--- config.mk ---
export PLATFORM = sky130hd
export DESIGN_NAME = idx_remap_seq
export DESIGN_NICKNAME = d
export VERILOG_FILES = /design/src/rtl/idx_remap_pkg.sv /design/src/rtl/remap_axis_ctr.sv /design/src/rtl/remap_index_calc.sv /design/src/rtl/idx_remap_seq.sv
export SDC_FILE = /design/constraint.sdc
export NUM_CORES = 2
export LEC_CHECK = 0
export BUFFER_PORTS_ARGS = -buffer_cell sky130_fd_sc_hd__clkbuf_2
export CAP_MARGIN = 40
export CORE_UTILIZATION = 48
export DETAILED_ROUTE_END_ITERATION = 10
export PLACE_DENSITY = 0.61
export SETUP_SLACK_MARGIN = 0.1
export SLEW_MARGIN = 40
export SYNTH_ARGS = -nofsm -noshare
export SYNTH_HDL_FRONTEND = slang
export SYNTH_SLANG_ARGS = --single-unit
--- constraint.sdc ---
create_clock -name clk -period 69.2 [get_ports clk]
set_input_delay 6.92 -clock clk [delete_from_list [all_inputs] [get_ports clk]]
set_output_delay 6.92 -clock clk [all_outputs]
set_load 0.005 [all_outputs]
--- src/rtl/idx_remap_pkg.sv ---
package idx_remap_pkg;
   localparam int NAX = 3;

   // Packed slot table: bits [1:0] name the fastest axis, [5:4] the slowest.
   typedef logic [5:0] nest_t;

   function automatic nest_t nest_of(input logic [2:0] sel);
      case (sel)
         3'd1:    nest_of = {2'd1, 2'd2, 2'd0};
         3'd2:    nest_of = {2'd2, 2'd0, 2'd1};
         3'd3:    nest_of = {2'd0, 2'd2, 2'd1};
         3'd4:    nest_of = {2'd1, 2'd0, 2'd2};
         3'd5:    nest_of = {2'd0, 2'd1, 2'd2};
         default: nest_of = {2'd2, 2'd1, 2'd0};
      endcase
   endfunction
endpackage

--- src/rtl/remap_axis_ctr.sv ---
module remap_axis_ctr #(
   parameter int CW = 6
) (
   input  logic          clk,
   input  logic          rst_n,
   input  logic          load,
   input  logic [CW-1:0] load_val,
   input  logic [CW-1:0] lim,
   input  logic          en,
   output logic [CW-1:0] cnt,
   output logic          at_max
);
   assign at_max = (cnt == lim);

   always_ff @(posedge clk or negedge rst_n) begin
      if (!rst_n)      cnt <= '0;
      else if (load)   cnt <= load_val;
      else if (en)     cnt <= at_max ? '0 : cnt + 1'b1;
   end

   p_cnt_in_range_r2: assert property (@(posedge clk) disable iff (!rst_n)
      cnt <= lim);
   p_wrap_to_zero_r8: assert property (@(posedge clk) disable iff (!rst_n)
      (en && at_max && !load) |=> (cnt == '0));
endmodule

--- src/rtl/remap_index_calc.sv ---
module remap_index_calc #(
   parameter int DIM_W  = 6,
   parameter int POS_W  = 12,
   parameter bit MOD_EN = 1'b1,
   localparam int IDX_W = 3 * DIM_W
) (
   input  logic               clk,
   input  logic               rst_n,
   input  logic               fire,
   input  logic               bypass,
   input  logic [POS_W-1:0]   pos,
   input  logic [3*DIM_W-1:0] cnt_all,
   input  logic [3*DIM_W-1:0] lim_all,
   input  logic [2:0]         rev,
   input  logic [DIM_W-1:0]   modv,
   output logic               idx_valid,
   output logic [IDX_W-1:0]   idx
);
   logic [IDX_W-1:0] ax [3];
   logic [IDX_W-1:0] lin, red;
   logic [IDX_W-1:0] xs, ys;

   for (genvar a = 0; a < 3; a++) begin : g_ax
      logic [DIM_W-1:0] c, l;
      assign c = cnt_all[a*DIM_W +: DIM_W];
      assign l = lim_all[a*DIM_W +: DIM_W];
      assign ax[a] = IDX_W'(rev[a] ? (l - c) : c);
   end

   assign xs  = IDX_W'(lim_all[DIM_W-1:0]) + 1'b1;
   assign ys  = IDX_W'(lim_all[2*DIM_W-1:DIM_W]) + 1'b1;
   assign lin = ax[0] + ax[1] * xs + ax[2] * xs * ys;

   if (MOD_EN) begin : g_mod
      assign red = (modv != '0) ? (lin % IDX_W'(modv)) : lin;
      p_idx_below_mod_r7: assert property (@(posedge clk) disable iff (!rst_n)
         (idx_valid && $past(modv) != '0 && !$past(bypass)) |-> (idx < IDX_W'($past(modv))));
   end else begin : g_nomod
      assign red = lin;
   end

   always_ff @(posedge clk or negedge rst_n) begin
      if (!rst_n) begin
         idx_valid <= 1'b0;
         idx       <= '0;
      end else begin
         idx_valid <= fire;
         if (fire) idx <= bypass ? IDX_W'(pos) : red;
      end
   end
endmodule

--- src/rtl/idx_remap_seq.sv ---
module idx_remap_seq #(
   parameter int CFG_W  = 32,
   parameter int DIM_W  = 6,
   parameter int POS_W  = 12,
   parameter bit MOD_EN = 1'b1,
   localparam int IDX_W = 3 * DIM_W
) (
   input  logic             clk,
   input  logic             rst_n,
   input  logic             cfg_load,
   input  logic [CFG_W-1:0] cfg_word,
   input  logic [POS_W-1:0] start_pos,
   input  logic             step,
   output logic             idx_valid,
   output logic [IDX_W-1:0] idx,
   output logic             cfg_err
);
   import idx_remap_pkg::*;

   localparam int SEL_LSB  = 3 * DIM_W;
   localparam int REV_LSB  = SEL_LSB + 3;
   localparam int MOD_LSB  = REV_LSB + 3;
   localparam int CFG_USED = MOD_LSB + DIM_W;
   localparam int TOT_W    = 3 * (DIM_W + 1);
   localparam int AW       = (POS_W > TOT_W) ? POS_W : TOT_W;

   if (CFG_USED > CFG_W) begin : g_bad_cfg_w
      $error("shape fields do not fit in CFG_W");
   end
   if (DIM_W < 1 || POS_W < 1) begin : g_bad_w
      $error("DIM_W and POS_W must be positive");
   end

   // ---------------- decode of the incoming word (used at load) ----------------
   logic [2:0]    in_sel;
   logic          in_bad;
   nest_t         in_nest;
   logic [AW-1:0] sz [3];
   logic [AW-1:0] tot, kk, q0, c0, c1, c2;
   logic [DIM_W-1:0] seed [3];

   assign in_sel  = cfg_word[SEL_LSB +: 3];
   assign in_bad  = (in_sel > 3'd5);
   assign in_nest = nest_of(in_bad ? 3'd0 : in_sel);

   for (genvar a = 0; a < 3; a++) begin : g_sz
      assign sz[a] = AW'(cfg_word[a*DIM_W +: DIM_W]) + 1'b1;
   end

   always_comb begin
      logic [AW-1:0] l0, l1;
      l0  = sz[in_nest[1:0]];
      l1  = sz[in_nest[3:2]];
      tot = sz[0] * sz[1] * sz[2];
      kk  = AW'(start_pos) % tot;
      c0  = kk % l0;
      q0  = kk / l0;
      c1  = q0 % l1;
      c2  = q0 / l1;
      for (int a = 0; a < 3; a++) begin
         if (in_nest[1:0] == 2'(a))      seed[a] = DIM_W'(c0);
         else if (in_nest[3:2] == 2'(a)) seed[a] = DIM_W'(c1);
         else                            seed[a] = DIM_W'(c2);
      end
   end

   // ---------------- captured shape ----------------
   logic [3*DIM_W-1:0] lim_q;
   nest_t              nest_q;
   logic [2:0]         rev_q;
   logic [DIM_W-1:0]   mod_q;
   logic               off_q, err_q;
   logic [POS_W-1:0]   pos_q;
   logic               adv;

   assign adv     = step && !cfg_load && !err_q;
   assign cfg_err = err_q;

   always_ff @(posedge clk or negedge rst_n) begin
      if (!rst_n) begin
         lim_q  <= '0;
         nest_q <= nest_of(3'd0);
         rev_q  <= '0;
         mod_q  <= '0;
         off_q  <= 1'b1;
         err_q  <= 1'b0;
         pos_q  <= '0;
      end else if (cfg_load) begin
         lim_q  <= cfg_word[3*DIM_W-1:0];
         nest_q <= in_nest;
         rev_q  <= cfg_word[REV_LSB +: 3];
         mod_q  <= cfg_word[MOD_LSB +: DIM_W];
         off_q  <= (cfg_word == '0);
         err_q  <= in_bad;
         pos_q  <= start_pos;
      end else if (adv) begin
         pos_q  <= pos_q + 1'b1;
      end
   end

   // ---------------- axis counters and carry chain ----------------
   logic [3*DIM_W-1:0] cnt_all;
   logic [2:0]         at_max;
   logic [3:0]         at_max_x;
   logic [2:0]         en;

   assign at_max_x = {1'b0, at_max};

   always_comb begin
      for (int a = 0; a < 3; a++) begin
         if (nest_q[1:0] == 2'(a))      en[a] = adv;
         else if (nest_q[3:2] == 2'(a)) en[a] = adv && at_max_x[nest_q[1:0]];
         else                           en[a] = adv && at_max_x[nest_q[1:0]] && at_max_x[nest_q[3:2]];
      end
   end

   for (genvar a = 0; a < NAX; a++) begin : g_axis
      remap_axis_ctr #(.CW(DIM_W)) u_ctr (
         .clk      (clk),
         .rst_n    (rst_n),
         .load     (cfg_load),
         .load_val (seed[a]),
         .lim      (lim_q[a*DIM_W +: DIM_W]),
         .en       (en[a]),
         .cnt      (cnt_all[a*DIM_W +: DIM_W]),
         .at_max   (at_max[a])
      );
   end

   remap_index_calc #(.DIM_W(DIM_W), .POS_W(POS_W), .MOD_EN(MOD_EN)) u_calc (
      .clk       (clk),
      .rst_n     (rst_n),
      .fire      (adv),
      .bypass    (off_q),
      .pos       (pos_q),
      .cnt_all   (cnt_all),
      .lim_all   (lim_q),
      .rev       (rev_q),
      .modv      (mod_q),
      .idx_valid (idx_valid),
      .idx       (idx)
   );

   p_err_blocks_valid_r10: assert property (@(posedge clk) disable iff (!rst_n)
      (step && cfg_err) |=> !idx_valid);
   p_valid_needs_step_r11: assert property (@(posedge clk) disable iff (!rst_n)
      idx_valid |-> $past(step && !cfg_load));
   p_step_gives_valid_r11: assert property (@(posedge clk) disable iff (!rst_n)
      (step && !cfg_load && !cfg_err) |=> idx_valid);
   p_fast_axis_moves_r5: assert property (@(posedge clk) disable iff (!rst_n)
      (adv && !off_q) |-> $onehot(en | 3'b000) || (en[nest_q[1:0]] == 1'b1));
endmodule

* Word-level counts from Yosys, hierarchy flattened
Cells that the tools add are included.
Word-level totals: memory bits (writable) 0, register bits after elaboration 82, bits of input ports 48, bits in read-only memories 0, bits in latches 0, memories 0
Cells by class: bitwise operators 2, order comparisons 5, divide/modulo/power cells 6, shifts and indexed selects 0, add/sub/neg operators 14, $mul 5, equality and inequality tests 16, reduce and logical (&&, ||, !) cells 16, multiplexer cells 40
Operators with widths (count):
- $mux W18 | 5
- $mux W6 | 15
- $bmux W21 S2 | 2
- $mux W21 | 4
- $mul A18 B18 Y18 | 3
- $div A21 B21 Y21 | 2
- $mod A21 B21 Y21 | 2
- $add A18 B18 Y18 | 2
- $add A6 B1 Y7 const B | 5
- $logic_not A32 Y1 | 1
- $mux W12 | 2
- $mod A12 B21 Y21 | 1
- $mul A14 B7 Y21 | 1
- $sub A6 B6 Y7 | 3
- $pmux W4 S5 | 1
- $add A6 B1 Y6 const B | 3
- $eq A6 B6 Y1 | 3
- $mod A18 B6 Y18 | 1
- $mul A7 B7 Y14 | 1
- $add A12 B1 Y12 const B | 1
- $eq A2 B1 Y1 const B | 4
- $eq A2 B2 Y1 const B | 4
- $logic_not A2 Y1 | 4
- $mux W1 | 8
- other kinds (13) | 26

* Depth between registers and ports, before layout
depth after elaboration 13, mapped depth 680, gate-level depth less buffers 634

* Hierarchy
Synthesis repeated with hierarchy kept, for this count alone.
Second synthesis, totals: cell total of the unflattened synthesis 7715, area, all modules 56676.9 um^2
Modules (own cells, without submodules):
- idx_remap_seq | seq. area each 1128.6 um^2, cells an instance 5442, instances 1, area an instance 38488.2 um^2
- remap_index_calc | seq. area each 475.5 um^2, cells an instance 2108, instances 1, area an instance 16694.8 um^2
- remap_axis_ctr | seq. area each 150.1 um^2, cells an instance 55, instances 3, area an instance 498.0 um^2

* Least setup slack after synthesis
Ideal clock, no wire load.
path type input port to flip-flop, from input port cfg_word[6], to register g_axis[2].u_ctr.cnt[4], cell stages on the path 647, arrival time 129983 ps, setup time 142 ps, buffers on the path 61, setup slack -60925 ps, path through clkbuf_1 -> inv_1 -> ha_1 -> and2_1 -> fa_1 -> inv_1 -> fa_1 -> inv_1 -> fa_1 -> inv_1 -> fa_1 -> inv_1 -> ha_1 -> a21oi_1 -> o21bai_1 -> a21oi_1 -> o21bai_1 -> a21o_1 -> [... 611 more ...] -> nor2b_1 -> o21ai_0 -> nand2b_1 -> a31o_2 -> a21oi_1 -> nor2b_1 -> o21ai_0 -> nand2b_1 -> a21oi_1 -> o311ai_0 -> or4_1 -> a31oi_1 -> o21ai_0 -> a221o_1 -> buf_4 -> mux2_1 -> a21oi_1 -> o221ai_1
On the way: cells in the longest elaborated chain, start to end 9, elaborated cells on any way between the ends 17
Ends and longest elaborated chain:
- start, declared | line idx_remap_seq.sv:11 | input logic [CFG_W-1:0] cfg_word,
- $add A6 B1 Y7 (*) | line idx_remap_seq.sv:47 | assign sz[a] = AW'(cfg_word[a*DIM_W +: DIM_W]) + 1'b1;
- $mul A7 B7 Y14 / $bmux W21 S2 (equally long branches) | line idx_remap_seq.sv:54, idx_remap_seq.sv:52
- $mul A14 B7 Y21 / $mux W21 (equally long branches) | line idx_remap_seq.sv:54, idx_remap_seq.sv:52
- $mod A12 B21 Y21 / $mux W21 (equally long branches) | line idx_remap_seq.sv:55, idx_remap_seq.sv:52
- $div A21 B21 Y21 | line idx_remap_seq.sv:57 | q0 = kk / l0;
- $div A21 B21 Y21 / $mod A21 B21 Y21 (equally long branches) | line idx_remap_seq.sv:59, idx_remap_seq.sv:58
- $mux W6 | line idx_remap_seq.sv:62 | else if (in_nest[3:2] == 2'(a)) seed[a] = DIM_W'(c1);
- $mux W6 (*) | line idx_remap_seq.sv:61 | if (in_nest[1:0] == 2'(a)) seed[a] = DIM_W'(c0);
- $mux W6 (*) | line remap_axis_ctr.sv:17 | else if (load) cnt <= load_val;
- end signal, assigned | line remap_axis_ctr.sv:17
- end signal, assigned | line remap_axis_ctr.sv:18 | else if (en) cnt <= at_max ? '0 : cnt + 1'b1;
- end, declared | line remap_axis_ctr.sv:10 | output logic [CW-1:0] cnt,
Every way passes the cells marked *; elsewhere a longest branch is shown, timed or not. The select of a mux whose other input is x is not followed. A chain may end at the register's enable or synchronous reset.

* Worst setup path in the final report
from input port cfg_word[7], to register g_axis[0].u_ctr.cnt[2]
On the way: cells in the longest elaborated chain, start to end 9, elaborated cells on any way between the ends 17
Ends and longest elaborated chain (line):
- $add A6 B1 Y7 (*) | idx_remap_seq.sv:47
- $mul A7 B7 Y14 / $bmux W21 S2 (equally long branches) | idx_remap_seq.sv:54, idx_remap_seq.sv:52
- $mul A14 B7 Y21 / $mux W21 (equally long branches) | idx_remap_seq.sv:54, idx_remap_seq.sv:52
- $mod A12 B21 Y21 / $mux W21 (equally long branches) | idx_remap_seq.sv:55, idx_remap_seq.sv:52
- $div A21 B21 Y21 | idx_remap_seq.sv:57
- $div A21 B21 Y21 / $mod A21 B21 Y21 (equally long branches) | idx_remap_seq.sv:59, idx_remap_seq.sv:58
- $mux W6 | idx_remap_seq.sv:62
- $mux W6 (*) | idx_remap_seq.sv:61
- $mux W6 (*) | remap_axis_ctr.sv:17
- end signal, assigned | remap_axis_ctr.sv:17
- end signal, assigned | remap_axis_ctr.sv:18
- end, declared | remap_axis_ctr.sv:10
Marked as above.

==> results.md <==
- CP endpoint kind: flop
- Critical path class: in2reg
- Cts hold-fix bufs: 0
- Share of cells above drive strength 1: 39.8%
- Post-synth top area cell: ha_1
- Synth Area per Inst: 7.32 sq um
- Maximum clock path buffer count: 2
- Post-route worst setup slack: -46520 ps
- RSZ-0062 raised after global routing: yes
- Clock sink count: 82
- Core Region: between 100000 and 150000 sq um
- Post-synth EDFFs: 0
- Asr flop ratio synth: 100%
- Netlist cell types: 136
- Clk_skew: about 27 ps
- Hold Violations, Final: 0
- Status: finished with violations
- Top post-synthesis cells by area: ha_1 17%, fa_1 11%, nand2_1 5.1%
- Vias in the first global route: between 60k and 70k
- Crit path top cell by count: o21a_1
- Antenna Nets Post-Route: 0
- CP required: ~70000 ps
- Grt ovf: 0
- TritonCTS Buffers: 9
- I/O pins: 68
- Fin. max-slew vios: 0
- HPWL after DPL: 190000 microns
- Final wirelength: 238000 microns
- Pre-antenna DRT Iters: 9
- Routed len/inst: between 20 and 25 microns
- Clock transition at path regs: 70 ps
- All-Layer GR Usage: 38.3%
- Slew margin rel.: just over 40%
- Root buffer cell: clkbuf_16
- Synth Instances: between 7k and 8k
- Clock Latency Late Sink: 390 ps
- Slowest cell delay on critical path: ~600 ps
- Commonest non-fill, non-tap cells in the layout: 2838 x buf_4, 685 x nand2_1, 647 x nor2_1, 642 x ha_1, 509 x inv_1
- Largest net degree at the start of global routing: between 80 and 90
- Die Area: approximately 120000 sq um
- Placer Congestion: around 1.1
- Die Wd: approximately 340 microns
- Max Fclk: just under 9 MHz
- Worst-Margin Slew: between 800 and 900 ps
- CP arrival: about 120000 ps
- Worst Path Max Fanout: 11
- Nets: 11.4k
- TritonCTS clock tree: built
- IO Port Bufs: 67
- HP Class: reg2reg
- First-pass GRT wire length: about 360000 microns
- Top_reg_cell synth: dfrtp_1
- Drc violations: 0
- Post-synth top area share: between 15 and 20%
- Failing checks: setup timing
- Critical path launch point type: input pin
- Commonest non-fill, non-tap cell in the layout: buf_4
- Htree depth: 3
- Setup violators final: 18
- Post-synthesis cell area: between 50000 and 60000 sq um
- Tcrit/Tclk final: 167%
- Register bit total from synthesis: 82
- MaxCap Viol Count: 0
- Initial core utilization: 48.6%
- Area Growth Syn to Fin: 53.9%
- Via density: between 5 and 6
- Core Util, Final: 74.9%
- Rows: about 120
- Via count: between 70k and 80k
- Final min period: roughly 120000 ps
- Syn. warnings: 0
- Critical Path Slowest Stage Cell: fa_1
- 1st-iter DRT viols: between 5k and 6k
- Seq/Total Area, Yosys: roughly 3.7%
- Initial antenna violation count: 11
- Die height: 341 microns
[routing by layer]
layer  vias to the layer above  global-route usage (%)  share of wire, %
met3                       551                    4.81               7.9
met1                     33600                    52.8                43
li1                      33200                       -                 -
met5                         -                       0             0.017
met4                         8                    11.5               3.7
met2                      2739                    62.1                45
[synth_stat cells (130+ instances only)]
master and n:
inv_1 536, a21oi_1 471, o31ai_1 139, clkbuf_1 137, xor2_1 145, mux2_2 133, nor2_1 733, o21ai_0 403
nand2_1 746, a21o_1 130, nor3_1 341, fa_1 290, nand3_1 179, ha_1 747, xnor2_1 274, o21a_1 302
[worst max-delay path: cells and delay by family]
kind | cells | cell delay, ps
adders and majority gates | 59 | 17350
xor gates and xnor gates | 3 | 470
and+or+nand+nor | 160 | 24300
buffers and inverters | 93 | 11170
AOI/OAI and AO/OA | 285 | 50700
muxes | 18 | 4940
[cell type report]
cell class	count	area (sq um)
diodes	8	20.0
clock buffers	10	239
clock inverters	6	72.6
fillers	8816	28400
inverters	550	2080
multi-input cells	6702	55700
flip-flops and latches	82	2050
well taps	1500	1880
repair buffers	2974	22600
[registers in the layout, summed over array words and instances, names as in the netlist]
| register | cells |
|---|---|
| lim_q | 18 |
| cfg_err | 1 |
| nest_q | 4 |
| u_calc.idx_valid | 1 |
| off_q | 1 |
| mod_q | 6 |
| pos_q | 12 |
| rev_q | 3 |
| g_axis.u_ctr.cnt | 18 |
| u_calc.idx | 18 |
[stage by stage]
| step | setup slack [ps] | area, sq um | std cells | TNS [ps] | hold WS [ps] |
|---|---|---|---|---|---|
| floorplan | -48290 | 57400 | 7528 | -867220 | 473 |
| global placement | -46430 | 77400 | 11400 | -834410 | 462 |
| detailed placement | -49390 | 77400 | 11400 | -887640 | 474 |
| CTS | -45150 | 80200 | 11600 | -811560 | 496 |
| global route | -51880 | 84700 | 11800 | -932000 | 534 |
| finish | -46520 | 84700 | 11800 | -835810 | 490 |
[final timing paths]
path / from / to / slack [ps] / cells after the start
min: u_calc.idx[7] / u_calc.idx[7] / 490 / 2
max in group asynchronous: rst_n / g_axis[2].u_ctr.cnt[2] / 61870 / 2
max reg2reg: g_axis[2].u_ctr.cnt[1] / u_calc.idx[10] / 15860 / 214
min in group asynchronous: rst_n / u_calc.idx[13] / 6380 / 1
max: cfg_word[7] / g_axis[0].u_ctr.cnt[2] / -46520 / 618
min reg2reg: u_calc.idx[7] / u_calc.idx[7] / 490 / 2
[cells by family after synthesis]
group / Yosys count / share of synthesized area, %
AND/OR/NAND/NOR: 2762 / 24.5
XOR/XNOR: 422 / 6.78
adder cells (fa/ha/maj): 1041 / 27.6
AO/OA/AOI/OAI: 2247 / 27.7
other: 1 / 0.00682
multiplexers: 220 / 4.43
flip-flops: 82 / 3.73
buffers and inverters: 745 / 5.25
[timing repair]
action | in CTS | in global routing
gates cloned | 1 | 3
setup endpoints to repair | 18 | 18
resized for setup | 225 | 557
pin swaps | 158 | 360
buffers inserted | 172 | 207
Power is left out: the tool's default activity adds up to more than one toggle a clock period on the data nets, which glitch-free logic cannot reach.
